### config.mk
export PLATFORM = sky130hd
export DESIGN_NAME = sernib_slave
export DESIGN_NICKNAME = d
export VERILOG_FILES = /design/src/rtl/sernib_pkg.sv /design/src/rtl/sernib_sync.sv /design/src/rtl/sernib_frame.sv /design/src/rtl/sernib_regbank.sv /design/src/rtl/sernib_drive.sv /design/src/rtl/sernib_slave.sv
export SDC_FILE = /design/constraint.sdc
export NUM_CORES = 1
export LEC_CHECK = 0
export BUFFER_PORTS_ARGS = -buffer_cell sky130_fd_sc_hd__buf_2
export CORE_ASPECT_RATIO = 1.2
export CORE_UTILIZATION = 46
export DETAILED_ROUTE_END_ITERATION = 16
export SYNTH_ARGS = -nofsm -noshare
export SYNTH_HDL_FRONTEND = slang
export SYNTH_SLANG_ARGS = --single-unit
### constraint.sdc
create_clock -name clk -period 1.85 [get_ports clk]
set_input_delay 0.0925 -clock clk [delete_from_list [all_inputs] [get_ports clk]]
set_output_delay 0.0925 -clock clk [all_outputs]
set_load 0.1 [all_outputs]
### src/rtl/sernib_pkg.sv
package sernib_pkg;

  localparam int CTRL_W = 4;

  typedef struct packed {
    logic rd_cmd;
    logic ld_ptr;
    logic st_dat;
  } sernib_cmd_t;

  // flags: [2] read/write, [1] address-load, [0] data
  function automatic sernib_cmd_t decode_flags(input logic [CTRL_W-2:0] f);
    sernib_cmd_t c;
    c.rd_cmd = f[2] & f[1] & ~f[0];
    c.ld_ptr = f[1] & ~f[0];
    c.st_dat = f[0] & ~f[2] & ~f[1];
    return c;
  endfunction

endpackage

### src/rtl/sernib_sync.sv
module sernib_sync #(
  parameter int W      = 3,
  parameter int STAGES = 2
) (
  input  logic         clk,
  input  logic         rst,
  input  logic [W-1:0] d,
  output logic [W-1:0] q
);
  logic [W-1:0] stg [STAGES];

  genvar g;
  generate
    for (g = 0; g < STAGES; g++) begin : g_stage
      always_ff @(posedge clk) begin
        if (rst) stg[g] <= '0;
        else if (g == 0) stg[g] <= d;
        else stg[g] <= stg[(g == 0) ? 0 : g-1];
      end
    end
  endgenerate

  assign q = stg[STAGES-1];
endmodule

### src/rtl/sernib_frame.sv
module sernib_frame
  import sernib_pkg::*;
#(
  parameter int NIB_W = 4,
  localparam int GL    = CTRL_W + NIB_W,
  localparam int CNT_W = $clog2(GL)
) (
  input  logic             clk,
  input  logic             rst,
  input  logic             en_s,
  input  logic             sck_s,
  input  logic             sdi_s,
  output logic             rise,
  output logic [CNT_W-1:0] pos,
  output logic             rd_act,
  output logic [NIB_W-1:0] ptr,
  output logic             wr_en,
  output logic [NIB_W-1:0] wr_addr,
  output logic [NIB_W-1:0] wr_data
);
  localparam logic [CNT_W-1:0] LAST = CNT_W'(GL-1);

  logic             sck_q;
  logic             fall;
  logic [GL-3:0]    sh;
  logic [GL-2:0]    word;
  logic             at_end;
  sernib_cmd_t      cmd;

  assign fall   = en_s & sck_q & ~sck_s;
  assign rise   = en_s & ~sck_q & sck_s;
  assign word   = {sh, sdi_s};
  assign at_end = fall && (pos == LAST);
  assign cmd    = decode_flags(word[GL-2:NIB_W]);

  always_ff @(posedge clk) begin
    if (rst) sck_q <= 1'b0;
    else     sck_q <= sck_s;
  end

  always_ff @(posedge clk) begin
    if (rst || !en_s) begin
      pos    <= '0;
      sh     <= '0;
      rd_act <= 1'b0;
    end else if (fall) begin
      sh  <= word[GL-3:0];
      pos <= (pos == LAST) ? '0 : pos + 1'b1;
      if (pos == LAST) rd_act <= !rd_act && cmd.rd_cmd;
    end
  end

  always_ff @(posedge clk) begin
    if (rst) begin
      ptr     <= '0;
      wr_en   <= 1'b0;
      wr_addr <= '0;
      wr_data <= '0;
    end else begin
      wr_en <= 1'b0;
      if (at_end && !rd_act) begin
        if (cmd.ld_ptr) ptr <= word[NIB_W-1:0];
        if (cmd.st_dat) begin
          wr_en   <= 1'b1;
          wr_addr <= ptr;
          wr_data <= word[NIB_W-1:0];
        end
      end
    end
  end

  assert_idle_when_deselected_R1: assert property (@(posedge clk) disable iff (rst)
    !en_s |=> (pos == '0) && !rd_act);

  assert_store_only_at_group_end_R4: assert property (@(posedge clk) disable iff (rst)
    wr_en |-> $past(fall) && ($past(pos) == LAST) && !$past(rd_act));

endmodule

### src/rtl/sernib_regbank.sv
module sernib_regbank #(
  parameter int AW = 4,
  parameter int DW = 4,
  localparam int DEPTH = 1 << AW
) (
  input  logic          clk,
  input  logic          rst,
  input  logic          wr_en,
  input  logic [AW-1:0] wr_addr,
  input  logic [DW-1:0] wr_data,
  input  logic [AW-1:0] rd_addr,
  output logic [DW-1:0] rd_data
);
  logic [DW-1:0] mem [DEPTH];
  logic          clearing;
  logic [AW-1:0] clr_idx;

  // zeroing sweep through the single write port keeps the array RAM-shaped
  always_ff @(posedge clk) begin
    if (rst) begin
      clearing <= 1'b1;
      clr_idx  <= '0;
    end else if (clearing) begin
      clr_idx <= clr_idx + 1'b1;
      if (clr_idx == AW'(DEPTH-1)) clearing <= 1'b0;
    end
  end

  always_ff @(posedge clk) begin
    if (clearing)   mem[clr_idx] <= '0;
    else if (wr_en) mem[wr_addr] <= wr_data;
  end

  always_ff @(posedge clk) begin
    rd_data <= mem[rd_addr];
  end

  assert_sweep_bounded_R10: assert property (@(posedge clk) disable iff (rst)
    (clearing && clr_idx == AW'(DEPTH-1)) |=> !clearing);

endmodule

### src/rtl/sernib_drive.sv
module sernib_drive #(
  parameter int NIB_W = 4,
  parameter int GL    = 8,
  localparam int CNT_W    = $clog2(GL),
  localparam int DATA_POS = GL - NIB_W
) (
  input  logic             clk,
  input  logic             rst,
  input  logic             en_s,
  input  logic             rise,
  input  logic [CNT_W-1:0] pos,
  input  logic             rd_act,
  input  logic [NIB_W-1:0] rd_data,
  output logic             oe,
  output logic             dout
);
  logic sel_bit;
  logic in_data;

  always_comb begin
    sel_bit = 1'b0;
    in_data = 1'b0;
    for (int k = 0; k < NIB_W; k++) begin
      if (int'(pos) == DATA_POS + k) begin
        sel_bit = rd_data[NIB_W-1-k];
        in_data = 1'b1;
      end
    end
  end

  always_ff @(posedge clk) begin
    if (rst || !en_s) begin
      oe   <= 1'b0;
      dout <= 1'b0;
    end else if (rise) begin
      if (pos == '0) begin
        oe   <= 1'b0;
        dout <= 1'b0;
      end else if (rd_act) begin
        if (pos == CNT_W'(1)) begin
          oe   <= 1'b1;
          dout <= 1'b0;
        end else if (in_data) begin
          dout <= sel_bit;
        end
      end
    end
  end

  assert_oe_off_when_deselected_R1: assert property (@(posedge clk) disable iff (rst)
    !en_s |=> !oe);

  assert_oe_turn_on_clock2_R7: assert property (@(posedge clk) disable iff (rst)
    $rose(oe) |-> $past(rise) && ($past(pos) == CNT_W'(1)) && $past(rd_act));

  assert_dout_moves_on_rise_R7: assert property (@(posedge clk) disable iff (rst)
    (en_s && !rise) |=> $stable(dout) && $stable(oe));

endmodule

### src/rtl/sernib_slave.sv
module sernib_slave
  import sernib_pkg::*;
#(
  parameter int NIB_W       = 4,
  parameter int SYNC_STAGES = 2
) (
  input  logic clk,
  input  logic rst,
  input  logic sel,
  input  logic sck,
  input  logic sdi,
  output logic sdo,
  output logic sdo_oe
);
  localparam int GL    = CTRL_W + NIB_W;
  localparam int CNT_W = $clog2(GL);

  logic [2:0]       pins_s;
  logic             rise;
  logic [CNT_W-1:0] pos;
  logic             rd_act;
  logic [NIB_W-1:0] ptr;
  logic             wr_en;
  logic [NIB_W-1:0] wr_addr;
  logic [NIB_W-1:0] wr_data;
  logic [NIB_W-1:0] rd_data;

  sernib_sync #(.W(3), .STAGES(SYNC_STAGES)) u_sync (
    .clk(clk), .rst(rst), .d({sel, sck, sdi}), .q(pins_s)
  );

  sernib_frame #(.NIB_W(NIB_W)) u_frame (
    .clk(clk), .rst(rst),
    .en_s(pins_s[2]), .sck_s(pins_s[1]), .sdi_s(pins_s[0]),
    .rise(rise), .pos(pos), .rd_act(rd_act), .ptr(ptr),
    .wr_en(wr_en), .wr_addr(wr_addr), .wr_data(wr_data)
  );

  sernib_regbank #(.AW(NIB_W), .DW(NIB_W)) u_bank (
    .clk(clk), .rst(rst),
    .wr_en(wr_en), .wr_addr(wr_addr), .wr_data(wr_data),
    .rd_addr(ptr), .rd_data(rd_data)
  );

  sernib_drive #(.NIB_W(NIB_W), .GL(GL)) u_drive (
    .clk(clk), .rst(rst), .en_s(pins_s[2]), .rise(rise), .pos(pos),
    .rd_act(rd_act), .rd_data(rd_data), .oe(sdo_oe), .dout(sdo)
  );

endmodule

==> results of run 1 <==
-- kinds of logic (layout without fill, tap and decap cells) --
kind of cell / after synthesis / count (layout)
compound gates: 34 / 34
xor+xnor: 3 / 3
fa+ha+maj: 6 / 6
buf+inv: 25 / 46
flops: 105 / 105
mux: 29 / 29
simple gates: 101 / 101
-- cell usage in the layout (no fill, tap or decap), types with 2 or more instances in the layout --
cell,netlist,layout
nand4_1,3,3
nor4b_1,2,2
nand2_1,18,18
edfxtp_1,64,64
buf_2,5,6
mux2i_1,13,13
buf_4,2,12
xor2_1,2,2
ha_1,6,5
a31oi_1,7,7
inv_6,0,4
clkbuf_8,0,10
a211oi_1,2,2
nand2b_1,2,2
o221a_2,4,4
nor2_1,41,41
a22oi_1,4,4
nor2b_1,12,12
nand3_1,10,10
mux4_2,16,16
inv_1,8,8
dlygate4sd3_1,0,3
a21oi_1,9,9
nor3b_1,4,4
and2_1,5,5
dfxtp_1,41,41
-- critical path: cells and delay by family, from the launching register on --
family                     cells  cell delay [ns]
AOI/OAI and AO/OA              2             0.44
adders and majority gates      2             0.44
DFF                            1             0.40
and+or+nand+nor                1             0.35
-- flip-flops by register name, indices dropped and copies added, names as in the netlist --
register,count
u_bank.clr_idx,4
u_frame.wr_addr,4
u_frame.wr_en,1
u_bank.clearing,1
u_frame.ptr,4
u_drive.oe,1
u_frame.sh,6
u_sync.stg,6
u_frame.wr_data,4
u_frame.rd_act,1
u_frame.pos,3
u_bank.mem,64
u_frame.sck_q,1
u_bank.rd_data,4
u_drive.dout,1
-- per-stage QoR --
| stage | util [%] | setup WS [ns] | power, µW | hold slack (ns) |
|---|---|---|---|---|
| final | 53.0 | 0.131 | 4030 | 0.155 |
| after global routing | 53.0 | 0.000920 | 4160 | 0.174 |
| after CTS | 52.9 | 0.0773 | 4060 | 0.150 |
| after detailed placement | 50.5 | 0.0968 | 2720 | 0.309 |
| after global placement | 50.5 | 0.209 | 2720 | 0.303 |
| after floorplan | - | 0.301 | 2670 | 0.221 |
-- layout make-up --
cell class / count / area, µm²
multi-input cells: 173 / 1340
fillers: 786 / 4090
inverters: 8 / 30.0
clock buffers: 11 / 141
flip-flops and latches: 105 / 2740
repair buffers: 22 / 170
well taps: 117 / 146
clock inverters: 5 / 43.8
-- where the power goes --
| group | switching, µW | total, µW | internal (µW) |
|---|---|---|---|
| clock network | 807 | 1360 | 550 |
| logic | 79.3 | 138 | 58.4 |
| registers | 24.3 | 2540 | 2510 |
-- metal layers --
layer / wire [µm] / share of wire, % / up-vias / global-route usage [%]
met4: 233 / 2.9 / 0 / 9.75
li1: - / - / 1153 / -
met1: 3620 / 45 / 1221 / 23.1
met5: 0 / 0 / - / 0
met2: 4010 / 50 / 39 / 31.1
met3: 166 / 2.1 / 17 / 3.16
-- synth_stat cells, types with 2 or more instances --
library cell,instances
edfxtp_1,64
nand4_1,3
a31oi_1,7
and2_1,5
mux4_2,16
dfxtp_1,41
o221a_2,4
a21oi_1,9
nor3b_1,4
a211oi_1,2
nand3_1,10
nand2b_1,2
buf_6,2
xor2_1,2
clkbuf_2,2
mux2i_1,13
nand2_1,18
a22oi_1,4
inv_1,8
nor2_1,41
nor4b_1,2
nor2b_1,12
buf_4,2
clkbuf_1,6
ha_1,6
buf_2,5
-- final timing paths --
kind | from | endpoint | slack (ns)
max | u_frame.pos[1] | u_drive.dout | 0.13
max reg2reg | u_frame.pos[1] | u_drive.dout | 0.13
min | rst | u_frame.ptr[1] | 0.15
min reg2reg | u_sync.stg[0][0] | u_sync.stg[1][0] | 0.43
-- what timing repair did --
item	CTS	global route
gates resized for setup	0	1
setup buffers	0	0
setup endpoints to repair	0	1
hold buffers	3	0
hold endpoints to repair	3	0
==> run_summary.xml, run 1 <==
<?xml version="1.0" encoding="UTF-8"?>
<metrics>
  <group name="worst_setup_path">
    <metric name="critPathSlowestCell" unit="">dfxtp_1</metric>
    <metric name="critPathMaxStageDelay" unit="ns">0.40</metric>
    <metric name="timing.critical_path.from_type" unit="">flip-flop</metric>
    <metric name="cp_cell_sequence" unit="">ha_1 &gt; ha_2 &gt; a2111oi_0 &gt; or3_1 &gt; o41ai_2</metric>
    <metric name="crit_fanout" unit="">8</metric>
    <metric name="crit_type" unit="">flip-flop to flip-flop</metric>
    <metric name="cp_data_required_time" unit="ns">2.11</metric>
    <metric name="critical_path_arrival" unit="ns">1.98</metric>
    <metric name="reg2reg_depth" unit="">5</metric>
    <metric name="crit_path_end_kind" unit="">flip-flop</metric>
  </group>
  <group name="drt">
    <metric name="viasPerCell" unit="">5.51</metric>
    <metric name="vias_post_dr" unit="">2430</metric>
    <metric name="detail_route.iter0.violations" unit="">121</metric>
    <metric name="wl" unit="µm">8040</metric>
    <metric name="avgRoutedWirePerCell" unit="µm">18.2</metric>
    <metric name="drtPass1Iterations" unit="">4</metric>
    <metric name="ant_nets" unit="">0</metric>
    <metric name="drc" unit="">0</metric>
  </group>
  <group name="pwr">
    <metric name="p_leak" unit="µW">0.00157</metric>
    <metric name="power.ir.vdd_worst" unit="mV">0.322</metric>
    <metric name="power_density" unit="nW/µm²">874</metric>
  </group>
  <group name="place">
    <metric name="place_area" unit="µm²">4390</metric>
    <metric name="hpwl" unit="µm">5390</metric>
    <metric name="placement.io_buffers" unit="">6</metric>
    <metric name="routabilityCongestion" unit="">0.734</metric>
    <metric name="dp_cells" unit="">422</metric>
  </group>
  <group name="timing">
    <metric name="worst_pin_slew" unit="ns">0.654</metric>
    <metric name="setup_total_negative_slack" unit="ns">0</metric>
    <metric name="worst_slew_margin_rel" unit="%">56.4</metric>
    <metric name="period_needed" unit="ns">1.72</metric>
    <metric name="finalHoldViolations" unit="">0</metric>
    <metric name="fmaxAchievable" unit="MHz">582</metric>
    <metric name="slew_violations" unit="">0</metric>
    <metric name="fin_crit_sh" unit="%">92.9</metric>
    <metric name="rsz_0062_raised_after_global_routing" unit="">false</metric>
    <metric name="clock_skew" unit="ns">0.0180</metric>
    <metric name="setup_viol" unit="">0</metric>
  </group>
  <group name="global_route">
    <metric name="grt_pass1_vias" unit="">2487</metric>
    <metric name="wire_length_of_the_first_global_routing_pass" unit="µm">12700</metric>
    <metric name="overall_overflow_remaining_after_global_route" unit="">0</metric>
    <metric name="largest_net_degree_at_the_start_of_global_routing" unit="">28</metric>
    <metric name="grt.total_usage" unit="%">18.7</metric>
    <metric name="grt_antenna_before_repair" unit="">0</metric>
  </group>
  <group name="floorplanning">
    <metric name="io-pin-count" unit="">7</metric>
    <metric name="die_w" unit="µm">89.2</metric>
    <metric name="core_area" unit="µm²">8700</metric>
    <metric name="height_of_the_die" unit="µm">107</metric>
    <metric name="total_die_area" unit="µm²">9520</metric>
    <metric name="rows" unit="">37</metric>
    <metric name="start_util" unit="%">48.3</metric>
  </group>
  <group name="yosys">
    <metric name="synth_cells" unit="">303</metric>
    <metric name="synth.area.top_cells" unit="">edfxtp_1, dfxtp_1, mux4_2</metric>
    <metric name="post_synthesis_cell_type_count" unit="">39</metric>
    <metric name="seq_area_frac_synth" unit="%">65.3</metric>
    <metric name="cell_area_synth" unit="µm²">4200</metric>
    <metric name="dominantRegCellSynth" unit="">edfxtp_1</metric>
    <metric name="compound_cell_area_share_of_the_yosys_netlist" unit="%">6.02</metric>
    <metric name="post_synth_mux_area_share" unit="%">11.7</metric>
    <metric name="synth_top_family_by_area" unit="">multiplexers</metric>
    <metric name="synth_top_area_share" unit="%">45.7</metric>
    <metric name="post-synth-top-area-cell" unit="">edfxtp_1</metric>
    <metric name="area_share_of_xor_xnor_cells_in_the_synthesized_design" unit="%">0.625</metric>
    <metric name="synth_simple_gate_area_share" unit="%">11.6</metric>
    <metric name="synth-adder-area-share" unit="%">1.79</metric>
    <metric name="ys_async_sr_fraction" unit="%">0</metric>
    <metric name="synth_edf_count" unit="">64</metric>
    <metric name="postSynthAreaPerCell" unit="µm²">13.9</metric>
    <metric name="ys_ff_latch" unit="">105</metric>
    <metric name="syn-num-nets" unit="">314</metric>
    <metric name="yosys_warnings" unit="">0</metric>
  </group>
  <group name="hold_path">
    <metric name="holdPathStages" unit="">2</metric>
    <metric name="worst_hold_path_type" unit="">input port to flip-flop</metric>
  </group>
  <group name="status">
    <metric name="outcome" unit="">completed</metric>
  </group>
  <group name="clocking">
    <metric name="cts.root.buffer_cell" unit="">clkbuf_8</metric>
    <metric name="clkLatencyLatePin" unit="ns">0.37</metric>
    <metric name="cts.clk_slew.worst_paths" unit="ns">0.11</metric>
    <metric name="htree_levels" unit="">3</metric>
    <metric name="tritoncts_clock_tree" unit="">built</metric>
    <metric name="cts-root-to-sink-buffers" unit="">2</metric>
    <metric name="cts_inserted_buffers" unit="">9</metric>
    <metric name="cts.sinks" unit="">105</metric>
  </group>
  <group name="layout">
    <metric name="final_layout_size_suffix_gt1_share" unit="%">17.6</metric>
    <metric name="final_net_count" unit="">330</metric>
    <metric name="postLayoutCellArea" unit="µm²">4610</metric>
    <metric name="final-instance-count-excl-fill" unit="">441</metric>
    <metric name="synthToLayoutAreaGrowth" unit="%">9.74</metric>
    <metric name="n_antenna_cell" unit="">0</metric>
  </group>
  <group name="flow_run">
    <metric name="maxCapViolations" unit="">0</metric>
  </group>
</metrics>
Note: power is estimated with default switching activity, not from simulation.
==> run 2, diff against run 1 <==
==> constraint.sdc (replaced) <==
create_clock -name clk -period 1.4 [get_ports clk]
set_input_delay 0.07 -clock clk [delete_from_list [all_inputs] [get_ports clk]]
set_output_delay 0.07 -clock clk [all_outputs]
set_load 0.1 [all_outputs]
==> run 2 against run 1 <==
  * The flow now finishes with violations (setup timing)
  * Clock skew shrank 0.0086 ns
  * Count of clock-buffer cells in the layout shrank 1
  * Critical path type unchanged
  * Highest routed layer unchanged
  * Flip-flop and latch count is the same
  * Worst hold slack worse by 0.034 ns
==> run_summary.xml, run 2 (synthesis gave the netlist of run 1 again) <==
<?xml version="1.0" encoding="UTF-8"?>
<metrics>
  <group name="status">
    <metric name="outcome" unit="">complete, but fails checks</metric>
    <metric name="violations" unit="">setup timing</metric>
  </group>
  <group name="hold_path">
    <metric name="min-delay-start" unit="">rst</metric>
    <metric name="holdPathStages" unit="">3</metric>
    <metric name="worst_hold_path_type" unit="">input port to flip-flop</metric>
    <metric name="whs_endpoint" unit="">u_drive.oe</metric>
  </group>
  <group name="clocking">
    <metric name="cts.sinks" unit="">105</metric>
    <metric name="htree_levels" unit="">3</metric>
    <metric name="cts.root.buffer_cell" unit="">clkbuf_8</metric>
    <metric name="tritoncts_clock_tree" unit="">built</metric>
    <metric name="clkLatencyLatePin" unit="ns">0.37</metric>
    <metric name="cts_inserted_buffers" unit="">9</metric>
    <metric name="cts-root-to-sink-buffers" unit="">2</metric>
    <metric name="cts.clk_slew.worst_paths" unit="ns">0.10</metric>
  </group>
  <group name="timing">
    <metric name="hold_slack_final" unit="ns">0.120</metric>
    <metric name="fin_crit_sh" unit="%">107</metric>
    <metric name="clock_skew" unit="ns">0.00939</metric>
    <metric name="worst_slew_margin_rel" unit="%">68.0</metric>
    <metric name="setup_viol" unit="">65</metric>
    <metric name="period_needed" unit="ns">1.49</metric>
    <metric name="rsz_0062_raised_after_global_routing" unit="">true</metric>
    <metric name="finalWorstSetupSlack" unit="ns">-0.0941</metric>
    <metric name="setup_total_negative_slack" unit="ns">-2.94</metric>
    <metric name="slew_violations" unit="">0</metric>
    <metric name="fmaxAchievable" unit="MHz">669</metric>
    <metric name="finalHoldViolations" unit="">0</metric>
    <metric name="worst_pin_slew" unit="ns">0.483</metric>
  </group>
  <group name="pwr">
    <metric name="power.ir.vdd_worst" unit="mV">0.677</metric>
    <metric name="power_density" unit="nW/µm²">1010</metric>
    <metric name="p_leak" unit="µW">0.00187</metric>
  </group>
  <group name="drt">
    <metric name="wl" unit="µm">9180</metric>
    <metric name="drc" unit="">0</metric>
    <metric name="vias_post_dr" unit="">2577</metric>
    <metric name="detail_route.iter0.violations" unit="">123</metric>
    <metric name="viasPerCell" unit="">5.37</metric>
    <metric name="avgRoutedWirePerCell" unit="µm">19.1</metric>
    <metric name="ant_nets" unit="">0</metric>
    <metric name="drtPass1Iterations" unit="">4</metric>
  </group>
  <group name="worst_setup_path">
    <metric name="timing.reg2reg.setup_slack" unit="ns">-0.09</metric>
    <metric name="crit_type" unit="">flip-flop to flip-flop</metric>
    <metric name="cp_data_required_time" unit="ns">1.65</metric>
    <metric name="worst_r2r_startpoint" unit="">u_frame.pos[1]</metric>
    <metric name="crit_path_end_kind" unit="">flip-flop</metric>
    <metric name="crit_fanout" unit="">8</metric>
    <metric name="reg2reg_depth" unit="">7</metric>
    <metric name="timing.critical_path.from_type" unit="">flip-flop</metric>
    <metric name="critical_path_arrival" unit="ns">1.74</metric>
    <metric name="worst_r2r_endpoint" unit="">u_frame.wr_addr[0]</metric>
  </group>
  <group name="floorplanning">
    <metric name="die_w" unit="µm">89.2</metric>
    <metric name="total_die_area" unit="µm²">9520</metric>
    <metric name="rows" unit="">37</metric>
    <metric name="io-pin-count" unit="">7</metric>
    <metric name="start_util" unit="%">48.3</metric>
    <metric name="height_of_the_die" unit="µm">107</metric>
    <metric name="core_area" unit="µm²">8700</metric>
  </group>
  <group name="global_route">
    <metric name="overall_overflow_remaining_after_global_route" unit="">0</metric>
    <metric name="grt_antenna_before_repair" unit="">0</metric>
    <metric name="grt.total_usage" unit="%">20.7</metric>
    <metric name="largest_net_degree_at_the_start_of_global_routing" unit="">26</metric>
    <metric name="grt_pass1_vias" unit="">2557</metric>
    <metric name="wire_length_of_the_first_global_routing_pass" unit="µm">13800</metric>
  </group>
  <group name="layout">
    <metric name="num-fill-cells" unit="">674</metric>
    <metric name="final_common_cell" unit="">edfxtp_1</metric>
    <metric name="largest_register_ffs" unit="">64</metric>
    <metric name="n_antenna_cell" unit="">0</metric>
    <metric name="largest_register" unit="">u_bank.mem</metric>
    <metric name="reg.largest.list" unit="">u_bank.mem x64, u_frame.sh x6, u_sync.stg x6</metric>
    <metric name="multi_input_comb_area" unit="µm²">1710</metric>
    <metric name="postLayoutCellArea" unit="µm²">5470</metric>
    <metric name="synthToLayoutAreaGrowth" unit="%">30.1</metric>
    <metric name="final_net_count" unit="">369</metric>
    <metric name="regArea" unit="µm²">2760</metric>
    <metric name="layout_common_cells" unit="">edfxtp_1, buf_4, dfxtp_1</metric>
    <metric name="final_layout_size_suffix_gt1_share" unit="%">41.3</metric>
  </group>
  <group name="place">
    <metric name="placement.io_buffers" unit="">6</metric>
    <metric name="place_area" unit="µm²">4780</metric>
    <metric name="hpwl" unit="µm">5930</metric>
    <metric name="routabilityCongestion" unit="">0.762</metric>
    <metric name="post-place-ws" unit="ns">-0.215</metric>
  </group>
  <group name="flow_run">
    <metric name="maxCapViolations" unit="">0</metric>
  </group>
</metrics>
run 2: how the worst max path moves through the flow:
stage,startpoint,to,slack [ns],cells after the start
after floorplan,u_frame.wr_en,u_bank.mem[11][0],-0.004,4
after global placement,u_bank.clearing,u_bank.mem[5][0],-0.22,7
after detailed placement,u_bank.clearing,u_bank.mem[5][0],-0.21,7
after CTS,u_frame.wr_en,u_bank.mem[5][0],-0.07,7
after global routing,u_bank.clearing,u_bank.mem[5][0],-0.15,6
final,u_frame.pos[1],u_frame.wr_addr[0],-0.09,7
run 2: repair_timing:
action | CTS | global route
endpoints found under the setup margin | 78 | 81
hold endpoints to repair | 3 | 0
gates cloned | 1 | 2
setup buffers | 4 | 2
pin swaps | 15 | 16
resized for setup | 71 | 21
hold buffers | 3 | 0
run 2: cell type report:
class                      instances  share of cell area [%]
sequential                       105                    50.5
multi-input combinational        173                    31.3
timing repair buffer              61                    11.2
tap                              117                    2.68
clock buffer                      10                    2.33
clock inverter                     6                    1.42
inverter                           8                   0.549
run 2: power breakdown:
part           leakage (µW)  switching [µW]  internal [µW]  total [µW]
logic              0.000862             150            124         274
clock network      0.000104            1060            852        1910
registers          0.000900            34.6           3310        3340
total               0.00187            1240           4290        5530
run 2: worst max-delay path: stages (launching register included):
cell and delay (ns):
dfxtp_4 0.38, ha_4 0.14, ha_4 0.19, nand4_1 0.11
buf_6 0.15, buf_12 0.13, mux2i_1 0.18, nor2_1 0.07
run 2: layer usage:
metal / wire, µm / share of wire (%) / vias up / GRT usage [%]
li1: - / - / 1233 / -
met5: 0 / 0 / - / 0
met2: 4830 / 53 / 43 / 34.7
met3: 250 / 2.7 / 15 / 4.54
met1: 3900 / 43 / 1286 / 25.9
met4: 187 / 2.0 / 0 / 7.94
run 2: stage by stage:
stage	util (%)	total power (µW)	std cells
after global routing	62.8	5710	480
after CTS	61.3	5520	479
final	62.8	5530	480
after detailed placement	54.9	3610	455
after global placement	54.9	3610	455
after floorplan	-	3530	303
==> run 3, diff against run 2 <==
--- a/config.mk
+++ b/config.mk
@@ -9,6 +9,7 @@
 export CORE_ASPECT_RATIO = 1.2
 export CORE_UTILIZATION = 46
 export DETAILED_ROUTE_END_ITERATION = 16
+export MAX_ROUTING_LAYER = met4
 export SYNTH_ARGS = -nofsm -noshare
 export SYNTH_HDL_FRONTEND = slang
 export SYNTH_SLANG_ARGS = --single-unit
==> run 3 against run 2 <==
  * The run still ends with setup timing left
  * Sequential power is essentially flat
  * Register-to-register slack is essentially flat
  * Die area is the same
  * Via count grew 0.78%
  * Critical path type unchanged
  * Clock power is essentially flat
  * Worst setup slack lost 0.0038 ns
==> run_summary.xml, run 3 (synthesis gave the netlist of run 1 again) <==
<?xml version="1.0" encoding="UTF-8"?>
<metrics>
  <group name="status">
    <metric name="outcome" unit="">complete, but fails checks</metric>
    <metric name="violations" unit="">setup timing</metric>
  </group>
  <group name="floorplanning">
    <metric name="rows" unit="">37</metric>
    <metric name="die_w" unit="µm">89.2</metric>
    <metric name="height_of_the_die" unit="µm">107</metric>
    <metric name="core_area" unit="µm²">8700</metric>
    <metric name="start_util" unit="%">48.3</metric>
    <metric name="total_die_area" unit="µm²">9520</metric>
    <metric name="io-pin-count" unit="">7</metric>
  </group>
  <group name="timing">
    <metric name="setup_viol" unit="">72</metric>
    <metric name="finalWorstSetupSlack" unit="ns">-0.0979</metric>
    <metric name="fin_crit_sh" unit="%">107</metric>
    <metric name="finalHoldViolations" unit="">0</metric>
    <metric name="worst_slew_margin_rel" unit="%">68.0</metric>
    <metric name="hold_slack_final" unit="ns">0.122</metric>
    <metric name="rsz_0062_raised_after_global_routing" unit="">true</metric>
    <metric name="period_needed" unit="ns">1.50</metric>
    <metric name="clock_skew" unit="ns">0.0117</metric>
    <metric name="fmaxAchievable" unit="MHz">668</metric>
    <metric name="worst_pin_slew" unit="ns">0.483</metric>
    <metric name="slew_violations" unit="">0</metric>
  </group>
  <group name="worst_setup_path">
    <metric name="worst_r2r_startpoint" unit="">u_frame.wr_en</metric>
    <metric name="critical_path_arrival" unit="ns">1.58</metric>
    <metric name="setup.worst_path.start" unit="">u_frame.wr_en</metric>
    <metric name="cp_data_required_time" unit="ns">1.49</metric>
    <metric name="timing.critical_path.from_type" unit="">flip-flop</metric>
    <metric name="crit_type" unit="">flip-flop to flip-flop</metric>
    <metric name="crit_path_end_kind" unit="">flip-flop</metric>
    <metric name="crit_fanout" unit="">5</metric>
  </group>
  <group name="layout">
    <metric name="largest_register" unit="">u_bank.mem</metric>
    <metric name="reg.largest.list" unit="">u_bank.mem x64, u_frame.sh x6, u_sync.stg x6</metric>
    <metric name="postLayoutCellArea" unit="µm²">5470</metric>
    <metric name="synthToLayoutAreaGrowth" unit="%">30.1</metric>
    <metric name="n_antenna_cell" unit="">0</metric>
    <metric name="multi_input_comb_area" unit="µm²">1710</metric>
    <metric name="final_common_cell" unit="">edfxtp_1</metric>
    <metric name="layout_common_cells" unit="">edfxtp_1, buf_4, dfxtp_1</metric>
    <metric name="largest_register_ffs" unit="">64</metric>
    <metric name="num-fill-cells" unit="">674</metric>
    <metric name="final_layout_size_suffix_gt1_share" unit="%">41.3</metric>
    <metric name="final_net_count" unit="">369</metric>
    <metric name="regArea" unit="µm²">2760</metric>
  </group>
  <group name="place">
    <metric name="hpwl" unit="µm">5930</metric>
    <metric name="place_area" unit="µm²">4780</metric>
    <metric name="routabilityCongestion" unit="">0.772</metric>
    <metric name="placement.io_buffers" unit="">6</metric>
  </group>
  <group name="pwr">
    <metric name="share_seq_of_total_power" unit="%">60.6</metric>
    <metric name="p_leak" unit="µW">0.00187</metric>
    <metric name="power" unit="µW">5520</metric>
    <metric name="p_int" unit="µW">4290</metric>
    <metric name="power.ir.vdd_worst" unit="mV">0.679</metric>
    <metric name="fraction_of_power_consumed_by_the_clock_network" unit="%">34.5</metric>
    <metric name="combPwrFrac" unit="%">5.0</metric>
    <metric name="power_density" unit="nW/µm²">1010</metric>
    <metric name="power.net_switching" unit="µW">1240</metric>
    <metric name="sw_frac_of_total" unit="%">22.4</metric>
  </group>
  <group name="drt">
    <metric name="drc" unit="">0</metric>
    <metric name="avgRoutedWirePerCell" unit="µm">19.1</metric>
    <metric name="detail_route.iter0.violations" unit="">162</metric>
    <metric name="drtPass1Iterations" unit="">4</metric>
    <metric name="viasPerCell" unit="">5.41</metric>
    <metric name="wl" unit="µm">9170</metric>
    <metric name="ant_nets" unit="">0</metric>
    <metric name="vias_post_dr" unit="">2597</metric>
  </group>
  <group name="clocking">
    <metric name="tritoncts_clock_tree" unit="">built</metric>
    <metric name="cts.root.buffer_cell" unit="">clkbuf_8</metric>
    <metric name="cts_inserted_buffers" unit="">9</metric>
    <metric name="htree_levels" unit="">3</metric>
    <metric name="clkLatencyLatePin" unit="ns">0.37</metric>
    <metric name="cts-root-to-sink-buffers" unit="">2</metric>
    <metric name="cts.sinks" unit="">105</metric>
    <metric name="cts.clk_slew.worst_paths" unit="ns">0.10</metric>
  </group>
  <group name="global_route">
    <metric name="wire_length_of_the_first_global_routing_pass" unit="µm">13700</metric>
    <metric name="largest_net_degree_at_the_start_of_global_routing" unit="">26</metric>
    <metric name="overall_overflow_remaining_after_global_route" unit="">0</metric>
    <metric name="grt.total_usage" unit="%">21.1</metric>
    <metric name="grt_pass1_vias" unit="">2568</metric>
    <metric name="grt_antenna_before_repair" unit="">0</metric>
  </group>
  <group name="flow_run">
    <metric name="maxCapViolations" unit="">0</metric>
  </group>
  <group name="hold_path">
    <metric name="min-delay-start" unit="">rst</metric>
    <metric name="worst_hold_path_type" unit="">input port to flip-flop</metric>
  </group>
</metrics>
==> run 3: per-layer routing <==
layer / wire (µm) / up-vias / part of all wire, % / track usage (%)
met1: 3900 / 1294 / 43 / 25.7
met2: 4740 / 54 / 52 / 34.6
met3: 339 / 16 / 3.7 / 4.08
met5: 0 / - / 0 / -
li1: - / 1233 / - / -
met4: 187 / 0 / 2.0 / 7.94
==> run 3: timing repair <==
item | 4_1_cts | 5_1_grt
pin swaps | 15 | 16
endpoints found under the setup margin | 78 | 81
buffers inserted | 4 | 2
hold buffers | 3 | 0
endpoints found under the hold margin | 3 | 0
cloned | 1 | 2
resized for setup | 71 | 21
==> run 3: power by group through the flow <==
stage                     Sequential [µW]  Combinational [µW]  Clock, µW
final                                3340                 274       1900
after global routing                 3350                 296       2060
after CTS                            3340                 257       1930
after detailed placement             3420                 195          0
after global placement               3420                 194          0
after floorplan                      3410                 126          0
==> run 3: area by class of cell <==
type,instances,area share [%]
multi-input combinational,173,31.3
clock inverter,6,1.42
sequential,105,50.5
timing repair buffer,61,11.2
inverter,8,0.549
clock buffer,10,2.33
tap,117,2.68
==> run 3: final timing paths <==
path | to | slack (ns) | cells past startpoint
worst max register to register | u_bank.mem[5][0] | -0.1 | 6
worst max-delay path | u_bank.mem[5][0] | -0.1 | 6
worst min-delay path | u_drive.oe | 0.12 | 3
worst min register to register | u_sync.stg[1][0] | 0.44 | 1
==> run 3: per-stage QoR <==
step                      setup TNS, ns  cells  util [%]  setup slack [ns]
after global routing              -6.86    480      62.8            -0.146
after detailed placement          -9.68    455      54.9            -0.215
after CTS                         -2.17    479      61.3           -0.0748
after floorplan                  -0.115    303         -          -0.00434
final                             -3.28    480      62.8           -0.0979
after global placement            -8.69    455      54.9            -0.216
==> run 3: critical path: stages (launching register included) <==
cell	delay, ns
dfxtp_2	0.35
nor2b_4	0.13
buf_6	0.13
nor3b_2	0.19
a31oi_1	0.06
buf_4	0.18
nor2_4	0.17
